===== src/rtl/pcl_pkg.sv =====
package pcl_pkg;

    localparam int unsigned SYM_W = 3;
    localparam int unsigned NIB_W = 4;

    typedef enum logic [2:0] {
        OP_NONE   = 3'd0,
        OP_MODE   = 3'd1,
        OP_CFG    = 3'd2,
        OP_DATA_A = 3'd3,
        OP_DATA_B = 3'd4,
        OP_RSV_5  = 3'd5,
        OP_RSV_6  = 3'd6,
        OP_RSV_7  = 3'd7
    } op_e;

    typedef enum logic {S_IDLE, S_SEND} snd_st_e;
    typedef enum logic {R_IDLE, R_PAYLOAD} rx_st_e;
    typedef enum logic [1:0] {G_IDLE, G_ALIGN, G_COLLECT} gt_st_e;

    function automatic int unsigned syms_for(input int unsigned bits);
        return (bits + SYM_W - 1) / SYM_W;
    endfunction

    // payload symbols that follow each opcode
    function automatic int unsigned pay_len(input op_e op, input int unsigned mw,
                                            input int unsigned cw, input int unsigned dw);
        case (op)
            OP_NONE:              return 0;
            OP_MODE:              return syms_for(mw);
            OP_CFG:               return syms_for(cw);
            OP_DATA_A, OP_DATA_B: return syms_for(dw);
            default:              return 1;
        endcase
    endfunction

endpackage


===== src/rtl/pcl_sender.sv =====
module pcl_sender
    import pcl_pkg::*;
#(
    parameter int unsigned DATA_W = 32,
    parameter int unsigned MODE_W = 6,
    parameter int unsigned CFG_W  = 13
) (
    input  logic              clk,
    input  logic              rst_n,
    input  logic              go,
    input  logic [SYM_W-1:0]  op,
    input  logic [DATA_W-1:0] arg,
    output logic [SYM_W-1:0]  lane,
    output logic              busy
);
    localparam int unsigned NSYM  = syms_for(DATA_W);
    localparam int unsigned SH_W  = NSYM * SYM_W;
    localparam int unsigned CNT_W = $clog2(NSYM + 1);

    snd_st_e            state, state_nxt;
    logic [SYM_W-1:0]   lane_q;
    logic [SH_W-1:0]    sh_q;
    logic [CNT_W-1:0]   rem_q;
    logic               accept;

    assign accept = (state == S_IDLE) && go && (op != '0);

    always_ff @(posedge clk or negedge rst_n) begin
        if (!rst_n) state <= S_IDLE;
        else        state <= state_nxt;
    end

    always_comb begin
        state_nxt = state;
        unique case (state)
            S_IDLE: if (accept)        state_nxt = S_SEND;
            S_SEND: if (rem_q == '0)   state_nxt = S_IDLE;
            default:                   state_nxt = S_IDLE;
        endcase
    end

    always_ff @(posedge clk or negedge rst_n) begin
        if (!rst_n) begin
            lane_q <= '0;
            sh_q   <= '0;
            rem_q  <= '0;
        end else begin
            unique case (state)
                S_IDLE: begin
                    if (accept) begin
                        lane_q <= op;
                        sh_q   <= SH_W'(arg);
                        rem_q  <= CNT_W'(pay_len(op_e'(op), MODE_W, CFG_W, DATA_W));
                    end else begin
                        lane_q <= '0;
                    end
                end
                S_SEND: begin
                    if (rem_q != '0) begin
                        lane_q <= sh_q[SYM_W-1:0];
                        sh_q   <= sh_q >> SYM_W;
                        rem_q  <= rem_q - 1'b1;
                    end else begin
                        lane_q <= '0;
                    end
                end
                default: lane_q <= '0;
            endcase
        end
    end

    assign lane = lane_q;
    assign busy = (state == S_SEND);

endmodule


===== src/rtl/pcl_receiver.sv =====
module pcl_receiver
    import pcl_pkg::*;
#(
    parameter int unsigned DATA_W = 32,
    parameter int unsigned MODE_W = 6,
    parameter int unsigned CFG_W  = 13
) (
    input  logic              clk,
    input  logic              rst_n,
    input  logic [SYM_W-1:0]  lane,
    output logic [MODE_W-1:0] mode_q,
    output logic [CFG_W-1:0]  cfg_q,
    output logic [DATA_W-1:0] data_a_q,
    output logic [DATA_W-1:0] data_b_q,
    output logic              busy
);
    localparam int unsigned NSYM  = syms_for(DATA_W);
    localparam int unsigned ACC_W = NSYM * SYM_W;
    localparam int unsigned CNT_W = $clog2(NSYM + 1);

    rx_st_e             state, state_nxt;
    op_e                op_q;
    logic [CNT_W-1:0]   rem_q;
    logic [CNT_W-1:0]   idx_q;
    logic [ACC_W-1:0]   acc_q, acc_nxt;
    logic               last_sym;
    logic               unused_hi;

    assign last_sym = (rem_q == CNT_W'(1));

    always_comb begin
        acc_nxt = acc_q;
        acc_nxt[int'(idx_q) * SYM_W +: SYM_W] = lane;
    end

    assign unused_hi = ^acc_nxt[ACC_W-1:DATA_W];

    always_ff @(posedge clk or negedge rst_n) begin
        if (!rst_n) state <= R_IDLE;
        else        state <= state_nxt;
    end

    always_comb begin
        state_nxt = state;
        unique case (state)
            R_IDLE:    if (lane != '0) state_nxt = R_PAYLOAD;
            R_PAYLOAD: if (last_sym)   state_nxt = R_IDLE;
            default:                   state_nxt = R_IDLE;
        endcase
    end

    always_ff @(posedge clk or negedge rst_n) begin
        if (!rst_n) begin
            op_q     <= OP_NONE;
            rem_q    <= '0;
            idx_q    <= '0;
            acc_q    <= '0;
            mode_q   <= '0;
            cfg_q    <= '0;
            data_a_q <= '0;
            data_b_q <= '0;
        end else begin
            unique case (state)
                R_IDLE: begin
                    if (lane != '0) begin
                        op_q  <= op_e'(lane);
                        rem_q <= CNT_W'(pay_len(op_e'(lane), MODE_W, CFG_W, DATA_W));
                        idx_q <= '0;
                        acc_q <= '0;
                    end
                end
                R_PAYLOAD: begin
                    acc_q <= acc_nxt;
                    idx_q <= idx_q + 1'b1;
                    rem_q <= rem_q - 1'b1;
                    if (last_sym) begin
                        case (op_q)
                            OP_MODE:   mode_q   <= acc_nxt[MODE_W-1:0];
                            OP_CFG:    cfg_q    <= acc_nxt[CFG_W-1:0];
                            OP_DATA_A: data_a_q <= acc_nxt[DATA_W-1:0];
                            OP_DATA_B: data_b_q <= acc_nxt[DATA_W-1:0];
                            default: ;
                        endcase
                    end
                end
                default: ;
            endcase
        end
    end

    assign busy = (state == R_PAYLOAD);

endmodule


===== src/rtl/pcl_gather.sv =====
module pcl_gather
    import pcl_pkg::*;
#(
    parameter int unsigned WORD_W = 32
) (
    input  logic                              clk,
    input  logic                              rst_n,
    input  logic [$clog2(WORD_W/NIB_W):0]     cnt,
    input  logic [NIB_W-1:0]                  nib,
    input  logic                              go,
    input  logic                              half,
    output logic                              busy,
    output logic                              valid,
    output logic [WORD_W-1:0]                 word
);
    localparam int unsigned NNIB = WORD_W / NIB_W;
    localparam int unsigned PH_W = $clog2(NNIB);

    gt_st_e             state, state_nxt;
    logic               half_q;
    logic [WORD_W-1:0]  sh_q, word_q;
    logic               valid_q;
    logic [PH_W-1:0]    phase;
    logic               aligned, last;

    assign phase   = cnt[PH_W-1:0];
    assign aligned = (phase == '0) && (cnt[PH_W] == half_q);
    assign last    = (phase == PH_W'(NNIB - 1));

    always_ff @(posedge clk or negedge rst_n) begin
        if (!rst_n) state <= G_IDLE;
        else        state <= state_nxt;
    end

    always_comb begin
        state_nxt = state;
        unique case (state)
            G_IDLE:    if (go)      state_nxt = G_ALIGN;
            G_ALIGN:   if (aligned) state_nxt = G_COLLECT;
            G_COLLECT: if (last)    state_nxt = G_IDLE;
            default:                state_nxt = G_IDLE;
        endcase
    end

    always_ff @(posedge clk or negedge rst_n) begin
        if (!rst_n) begin
            half_q  <= 1'b0;
            sh_q    <= '0;
            word_q  <= '0;
            valid_q <= 1'b0;
        end else begin
            valid_q <= 1'b0;
            unique case (state)
                G_IDLE:    if (go) half_q <= half;
                G_ALIGN:   if (aligned) sh_q <= {nib, sh_q[WORD_W-1:NIB_W]};
                G_COLLECT: begin
                    sh_q <= {nib, sh_q[WORD_W-1:NIB_W]};
                    if (last) begin
                        word_q  <= {nib, sh_q[WORD_W-1:NIB_W]};
                        valid_q <= 1'b1;
                    end
                end
                default: ;
            endcase
        end
    end

    assign busy  = (state != G_IDLE);
    assign valid = valid_q;
    assign word  = word_q;

endmodule


===== src/rtl/pcl_link.sv =====
module pcl_link
    import pcl_pkg::*;
#(
    parameter int unsigned NUM_CORES = 2,
    parameter int unsigned DATA_W    = 32,
    parameter int unsigned MODE_W    = 6,
    parameter int unsigned CFG_W     = 13
) (
    input  logic                             clk,
    input  logic                             rst_n,
    input  logic [$clog2(DATA_W/NIB_W):0]    sys_cnt,
    input  logic [NUM_CORES-1:0]             snd_go,
    input  logic [NUM_CORES*SYM_W-1:0]       snd_op,
    input  logic [NUM_CORES*DATA_W-1:0]      snd_arg,
    output logic [NUM_CORES-1:0]             snd_busy,
    output logic [SYM_W-1:0]                 pin_lane,
    output logic [MODE_W-1:0]                mode_q,
    output logic [CFG_W-1:0]                 cfg_q,
    output logic [DATA_W-1:0]                data_a_q,
    output logic [DATA_W-1:0]                data_b_q,
    input  logic [2*DATA_W-1:0]              res_word,
    output logic [NIB_W-1:0]                 ret_nib,
    input  logic                             rd_go,
    input  logic                             rd_half,
    output logic                             rd_busy,
    output logic                             rd_valid,
    output logic [DATA_W-1:0]                rd_word
);
    logic [SYM_W-1:0] core_lane [NUM_CORES];
    logic             rx_busy;

    for (genvar c = 0; c < NUM_CORES; c++) begin : g_core
        pcl_sender #(.DATA_W(DATA_W), .MODE_W(MODE_W), .CFG_W(CFG_W)) u_snd (
            .clk  (clk),
            .rst_n(rst_n),
            .go   (snd_go[c]),
            .op   (snd_op[c*SYM_W +: SYM_W]),
            .arg  (snd_arg[c*DATA_W +: DATA_W]),
            .lane (core_lane[c]),
            .busy (snd_busy[c])
        );
    end

    always_comb begin
        pin_lane = '0;
        for (int c = 0; c < NUM_CORES; c++) pin_lane = pin_lane | core_lane[c];
    end

    pcl_receiver #(.DATA_W(DATA_W), .MODE_W(MODE_W), .CFG_W(CFG_W)) u_rx (
        .clk     (clk),
        .rst_n   (rst_n),
        .lane    (pin_lane),
        .mode_q  (mode_q),
        .cfg_q   (cfg_q),
        .data_a_q(data_a_q),
        .data_b_q(data_b_q),
        .busy    (rx_busy)
    );

    assign ret_nib = res_word[int'(sys_cnt) * NIB_W +: NIB_W];

    pcl_gather #(.WORD_W(DATA_W)) u_gt (
        .clk  (clk),
        .rst_n(rst_n),
        .cnt  (sys_cnt),
        .nib  (ret_nib),
        .go   (rd_go),
        .half (rd_half),
        .busy (rd_busy),
        .valid(rd_valid),
        .word (rd_word)
    );

endmodule


===== config.mk =====
export PLATFORM = sky130hd
export DESIGN_NAME = pcl_link
export DESIGN_NICKNAME = d
export VERILOG_FILES = /design/src/rtl/pcl_pkg.sv /design/src/rtl/pcl_sender.sv /design/src/rtl/pcl_receiver.sv /design/src/rtl/pcl_gather.sv /design/src/rtl/pcl_link.sv
export SDC_FILE = /design/constraint.sdc
export NUM_CORES = 1
export LEC_CHECK = 0
export ABC_AREA = 1
export BUFFER_PORTS_ARGS = -buffer_cell sky130_fd_sc_hd__buf_2
export CAP_MARGIN = 20
export CORE_UTILIZATION = 50
export DETAILED_ROUTE_END_ITERATION = 12
export HOLD_SLACK_MARGIN = 0.02
export PLACE_DENSITY = 0.86
export SYNTH_ARGS = -nofsm -noshare
export SYNTH_HDL_FRONTEND = slang
export SYNTH_SLANG_ARGS = --single-unit

===== constraint.sdc =====
create_clock -name clk -period 1.95 [get_ports clk]
set_clock_uncertainty 0.1 [all_clocks]
set_input_delay 0.195 -clock clk [delete_from_list [all_inputs] [get_ports clk]]
set_output_delay 0.195 -clock clk [all_outputs]
set_load 0.1 [all_outputs]

* Yosys cells after proc, flatten, opt, wreduce, memory -nomap -nowiden
Index checks and enable logic that the tools add are counted.
Word-level totals: word-level logic and storage cells 142, output and inout port bits 126, bits in registers 278, input bits 144
Operators by class: shift operators 3, $mul 1, add/subtract/negate cells 5, equality and inequality tests 29, multiplexer cells 45, bitwise logic cells 4, reductions and logical operators 33
Operators with widths (number):
- one-hot mux 33 bit (2 select lines) | 3
- 2-to-1 mux 33 bit | 5
- one-hot mux 32 bit (2 select lines) | 1
- variable part select 64 x 7 -> 4 bit | 1
- one-hot mux 4 bit (4 select lines) | 3
- negation 6 -> 34 bit | 1
- variable shift 3 x 34 -> 33 bit (first input constant) | 1
- variable part select 3 x 34 -> 33 bit | 1
- bitwise mux 33 bit | 1
- 2-to-1 mux 32 bit | 1
- one-hot mux 4 bit (2 select lines) | 4
- equality test 3 x 2 -> 1 bit (second input constant) | 8
- 2-to-1 mux 4 bit | 6
- equality test 3 bit (second input constant) | 5
- AND reduction 3 bit | 5
- equality test 3 x 1 -> 1 bit (second input constant) | 4
- logical NOT 3 bit | 4
- 2-to-1 mux 3 bit | 4
- one-hot mux 3 bit (2 select lines) | 2
- AND reduction 2 bit | 6
- subtractor 4 x 1 -> 4 bit (second input constant) | 3
- inequality test 2 x 1 -> 1 bit (second input constant) | 5
- nonzero test 3 bit | 3
- logical NOT 4 bit | 2
- 18 further kinds | 41

* Longest topological paths before layout
depth after elaboration 6, gate-level depth with buffers 12, gate-level depth less buffers 11

* By module
A second synthesis with hierarchy kept.
Second synthesis, totals: cell total of the unflattened synthesis 1749, area total of the unflattened synthesis 13337.8 um^2
By module, submodules not included:
- pcl_receiver | times used 1, area each 5756.8 um^2, cells each 697, seq. area each 3178.0 um^2
- pcl_sender | times used 2, area each 2010.7 um^2, cells each 284, seq. area each 1001.0 um^2
- pcl_gather | times used 1, area each 2686.3 um^2, cells each 286, seq. area each 1601.5 um^2
- pcl_link | times used 1, area each 873.3 um^2, cells each 198, seq. area each 0.0 um^2

* Worst setup path after synthesis
No wires, ideal clock.
path kind reg2reg, start register g_core[1].u_snd.lane_q[1], end register u_rx.acc_q[31], path buffers 0, period minus slack after synthesis 2.293 ns, data required time 1.722 ns, arrival 2.065 ns, setup slack -0.343 ns, cell stages (with the launch flop) 7, setup time 0.128 ns, cells stage by stage dfrtp_1 nor2_1 clkinv_1 nand3_1 nand3_1 nand3_1 o21ai_0
Between the ends: cells in the longest elaborated chain, start to end 4, elaborated cells between the ends (all ways) 6, those cells by class eq/ne (1); shift (1); mux (2); bitwise (1); reduce/logical (1)
Ends and longest elaborated chain:
- start, declared | line pcl_sender.sv:21 | logic [SYM_W-1:0] lane_q;
- start signal, assigned | line pcl_sender.sv:51 | lane_q <= op;
- start signal, assigned | line pcl_sender.sv:60 | lane_q <= sh_q[SYM_W-1:0];
- OR 3 bit * | line pcl_link.sv:46 | for (int c = 0; c < NUM_CORES; c++) pin_lane = pin_lane | core_lane[c];
- named net pin_lane[1] | line pcl_link.sv:16 | output logic [SYM_W-1:0] pin_lane,
- variable part select 3 x 34 -> 33 bit | line pcl_receiver.sv:33 | acc_nxt[int'(idx_q) * SYM_W +: SYM_W] = lane;
- bitwise mux 33 bit | line pcl_receiver.sv:33
- one-hot mux 33 bit (2 select lines) | line pcl_receiver.sv:63 | unique case (state)
- end signal, assigned | line pcl_receiver.sv:73 | acc_q <= acc_nxt;
- end, declared | line pcl_receiver.sv:25 | logic [ACC_W-1:0] acc_q, acc_nxt;
Mark *: on every way through the listed nets, which the timed path passes. The rest lies on a longest branch. A chain may end at the register's enable or synchronous reset.

* Final worst setup path
start register g_core[0].u_snd.lane_q[1], end output pin_lane[1]
Between the ends: cells in the longest elaborated chain, start to end 1
Ends and longest elaborated chain (line):
- start, declared | pcl_sender.sv:21
- start signal, assigned | pcl_sender.sv:51
- start signal, assigned | pcl_sender.sv:60
- OR 3 bit | pcl_link.sv:46
- end, declared | pcl_link.sv:16
No other way between the ends.

==> out/qor.csv <==
stage,metric,value,unit
synthesis,synthTopCellsByArea,"dfrtp_1 53%, nand2_1 18%, nand3_1 6.9%",
setup_path,reg2reg_from,u_rx.idx_q[1],
clocking,htreeDepth,1,
synthesis,synth_seq_cells,271,
synthesis,synth_most_common_cell,nand2_1,
global_route,grt_start_max_net_pins,51,
layout,final_cell_area,16600,sq um
global_route,grt_pass1_vias,12300,
hold_path,hold_path_class,in2async,
setup_path,rrSetupSlack,0.08,ns
synthesis,synth-edff-count,0,
floorplan,io-pin-count,270,
floorplan,die-area,26200,sq um
global_route,antenna_found_initial,3,
setup_path,reg2regPathDepth,8,
placement,dpl.hpwl,23.4,mm
timing,setup_viol,0,
floorplan,die_w,162,um
global_route,grt_pass1_wl,59.1,mm
synthesis,synth-seq-area-share,53.0,%
layout,drive_gt1_share,22.6,%
layout,num-nets-final,2098,
synthesis,synth-main-ff-cell,dfrtp_1,
setup_path,setup.worst_path.start_class,flop,
setup_path,arrival,1.59,ns
synthesis,synth-async-reset-ratio,100,%
route,viasPerCell,5.37,
pwr,max-vdd-ir-drop,1.68,mV
setup_path,worstPathCellList,nor2_1 > clkinv_2 > buf_4,
timing,period_share,96.9,%
synthesis,synth_commonest_cells,"618 x nand2_1, 271 x dfrtp_1, 176 x nand3_1",
route,ant_nets,0,
timing,tightest_slew,0.758,ns
clocking,clock_path_buffers,3,
timing,fmax,529,MHz
timing,hold_slack,0.0849,ns
setup_path,timing.critical_path.required,1.65,ns
pwr,p_leak,8.95,nW
floorplan,core_area,25200,sq um
timing,fin_setup_tns,0,ns
setup_path,timing.rr.end,u_rx.cfg_q[2],
floorplan,initial_core_util,50.8,%
layout,area_growth,29.9,%
synthesis,synth_top_cell_area_share,53.0,%
route,num_vias,12300,
setup_path,path_class,reg2out,
placement,placed_cells,2162,
synthesis,yosys.area.top_type,dfrtp_1,
floorplan,fp.dieH,162,um
clocking,insertion_delay,0.54,ns
timing,hold_violations,0,
clocking,cts_tree,done,
route,first_pass_iters,6,
setup_path,slowest_stage,dfrtp_1,
synthesis,synth.cell_area,12800,sq um
route,drtIter0Drc,1100,
synthesis,syn-num-nets,1741,
timing,max_slew_margin,49.4,%
setup_path,worst_setup_path_end_kind,primary output,
outcome,status,"complete, no violations",
layout,final_util,66.0,%
global_route,grt-ovfl-total,0,
synthesis,synthDistinctLibCells,42,
setup_path,cp_max_fo,8,
clocking,cts.sinks,271,
job,drv_cap,0,
timing,drv_slew,0,
placement,dpl-instance-area,14700,sq um
clocking,numCtsBuffers,28,
pwr,power_density,1840,nW/um^2
floorplan,num_rows,58,
synthesis,yosysWarnings,0,
clocking,clk_pin_slew,0.06,ns
global_route,track_usage,27.8,%
layout,final_cells,2300,
route,wl,36.4,mm
placement,gp_congestion,0.890,
layout,filler_cell_count,1931,
route,drcViolationCount,0,
synthesis,synthCells,1589,
placement,io_buffers,269,
synthesis,avgSynthCellArea,8.06,sq um
setup_path,cpPeakStageDelay,0.40,ns
route,wire_per_inst,15.8,um
timing,period_needed,1.89,ns
clocking,cts_root_buffer,clkbuf_16,
==> worst max-delay path: cells and delay by family, from the launching register on <==
| kind | cells | cell delay, ns |
|---|---|---|
| AND/OR/NAND/NOR | 1 | 0.18 |
| flip-flops | 1 | 0.40 |
| buffers and inverters | 2 | 0.49 |
==> state kept, by name, summed over array words and instances (netlist names), 4 cells and up <==
| name | flops |
|---|---|
| u_rx.mode_q | 6 |
| u_rx.acc_q | 32 |
| g_core.u_snd.rem_q | 8 |
| u_gt.word | 32 |
| u_rx.data_a_q | 32 |
| u_gt.sh_q | 28 |
| u_rx.cfg_q | 13 |
| u_rx.rem_q | 4 |
| g_core.u_snd.lane | 6 |
| g_core.u_snd.sh_q | 64 |
| u_rx.idx_q | 4 |
| u_rx.data_b_q | 32 |
==> cells by family (layout without fill, tap and decap cells) <==
| logic type | Yosys count | after routing | synth area share, % |
|---|---|---|---|
| AOI/OAI and AO/OA | 161 | 161 | 7.61 |
| xor gates and xnor gates | 5 | 5 | 0.342 |
| adders and majority gates | 8 | 8 | 0.782 |
| buffers and inverters | 199 | 576 | 6.74 |
| DFF | 271 | 271 | 53.0 |
| muxes | 1 | 1 | 0.0880 |
| other | 0 | 4 | 0 |
| and+or+nand+nor | 944 | 944 | 31.4 |
==> stage by stage <==
step | setup WS [ns] | power (mW)
4_1_cts | 0.000811 | 30.3
6_report | 0.0606 | 30.6
5_1_grt | -0.00372 | 32.3
3_3_place_gp | 0.107 | 23.8
2_1_floorplan | 0.0175 | 21.0
3_5_place_dp | -0.0220 | 24.3
==> power by group <==
part	leakage, nW	total [mW]	switching [mW]	internal (mW)
combinational	4.96	15.8	12.0	3.86
clock	0.492	5.63	2.19	3.44
sequential	3.50	9.13	1.33	7.80
==> layout by cell type (no fill, tap or decap), types with 9 or more instances in the layout <==
cell type | netlist | routed
nor2_1 | 93 | 92
nand2_1 | 618 | 614
clkbuf_8 | 0 | 9
buf_4 | 13 | 43
o21ai_1 | 15 | 15
nand2_2 | 19 | 22
inv_2 | 10 | 9
buf_2 | 29 | 259
dfrtp_1 | 271 | 270
nand3_1 | 176 | 176
buf_12 | 0 | 14
o21ai_0 | 58 | 58
clkbuf_16 | 0 | 29
inv_1 | 109 | 109
o21bai_2 | 9 | 9
dlygate4sd3_1 | 0 | 83
a31oi_1 | 59 | 59
==> metal layers <==
| metal | track usage [%] | wire length [um] | up-vias |
|---|---|---|---|
| met5 | 0 | 0 | - |
| met4 | 13.9 | 1780 | 0 |
| met3 | 4.55 | 2410 | 132 |
| met2 | 49.1 | 18400 | 567 |
| met1 | 32.7 | 13800 | 5853 |
| li1 | - | - | 5797 |
==> final cells by class <==
class                   count  area, sq um  area share (%)
flip-flops and latches    271         6780            40.8
multi-input cells        1119         5200            31.3
repair buffers            402         2770            16.6
clock buffers              41          861            5.18
inverters                 124          469            2.82
well taps                 330          413            2.48
clock inverters             9          124           0.745
diodes                      4         10.0          0.0602
==> worst max path at each step <==
stage / start / cells past startpoint / slack (ns) / to
3_3_place_gp: u_rx.idx_q[0] / 8 / 0.11 / u_rx.data_b_q[2]
2_1_floorplan: sys_cnt[0] / 11 / 0.02 / u_gt.sh_q[28]
6_report: g_core[0].u_snd.lane[1] / 3 / 0.06 / pin_lane[1]
5_1_grt: u_rx.idx_q[1] / 11 / -0.004 / u_rx.data_a_q[7]
3_5_place_dp: u_rx.idx_q[1] / 8 / -0.02 / u_rx.data_b_q[1]
4_1_cts: u_rx.idx_q[1] / 9 / 0.0008 / u_rx.acc_q[19]
==> repair_timing <==
item | CTS | global route
endpoints found under the setup margin | 11 | 81
hold buffers | 83 | 0
pin swaps | 1 | 0
hold endpoints to repair | 351 | 0
gates resized for setup | 7 | 9
setup buffers | 0 | 1
(Power assumes the default switching activity.)
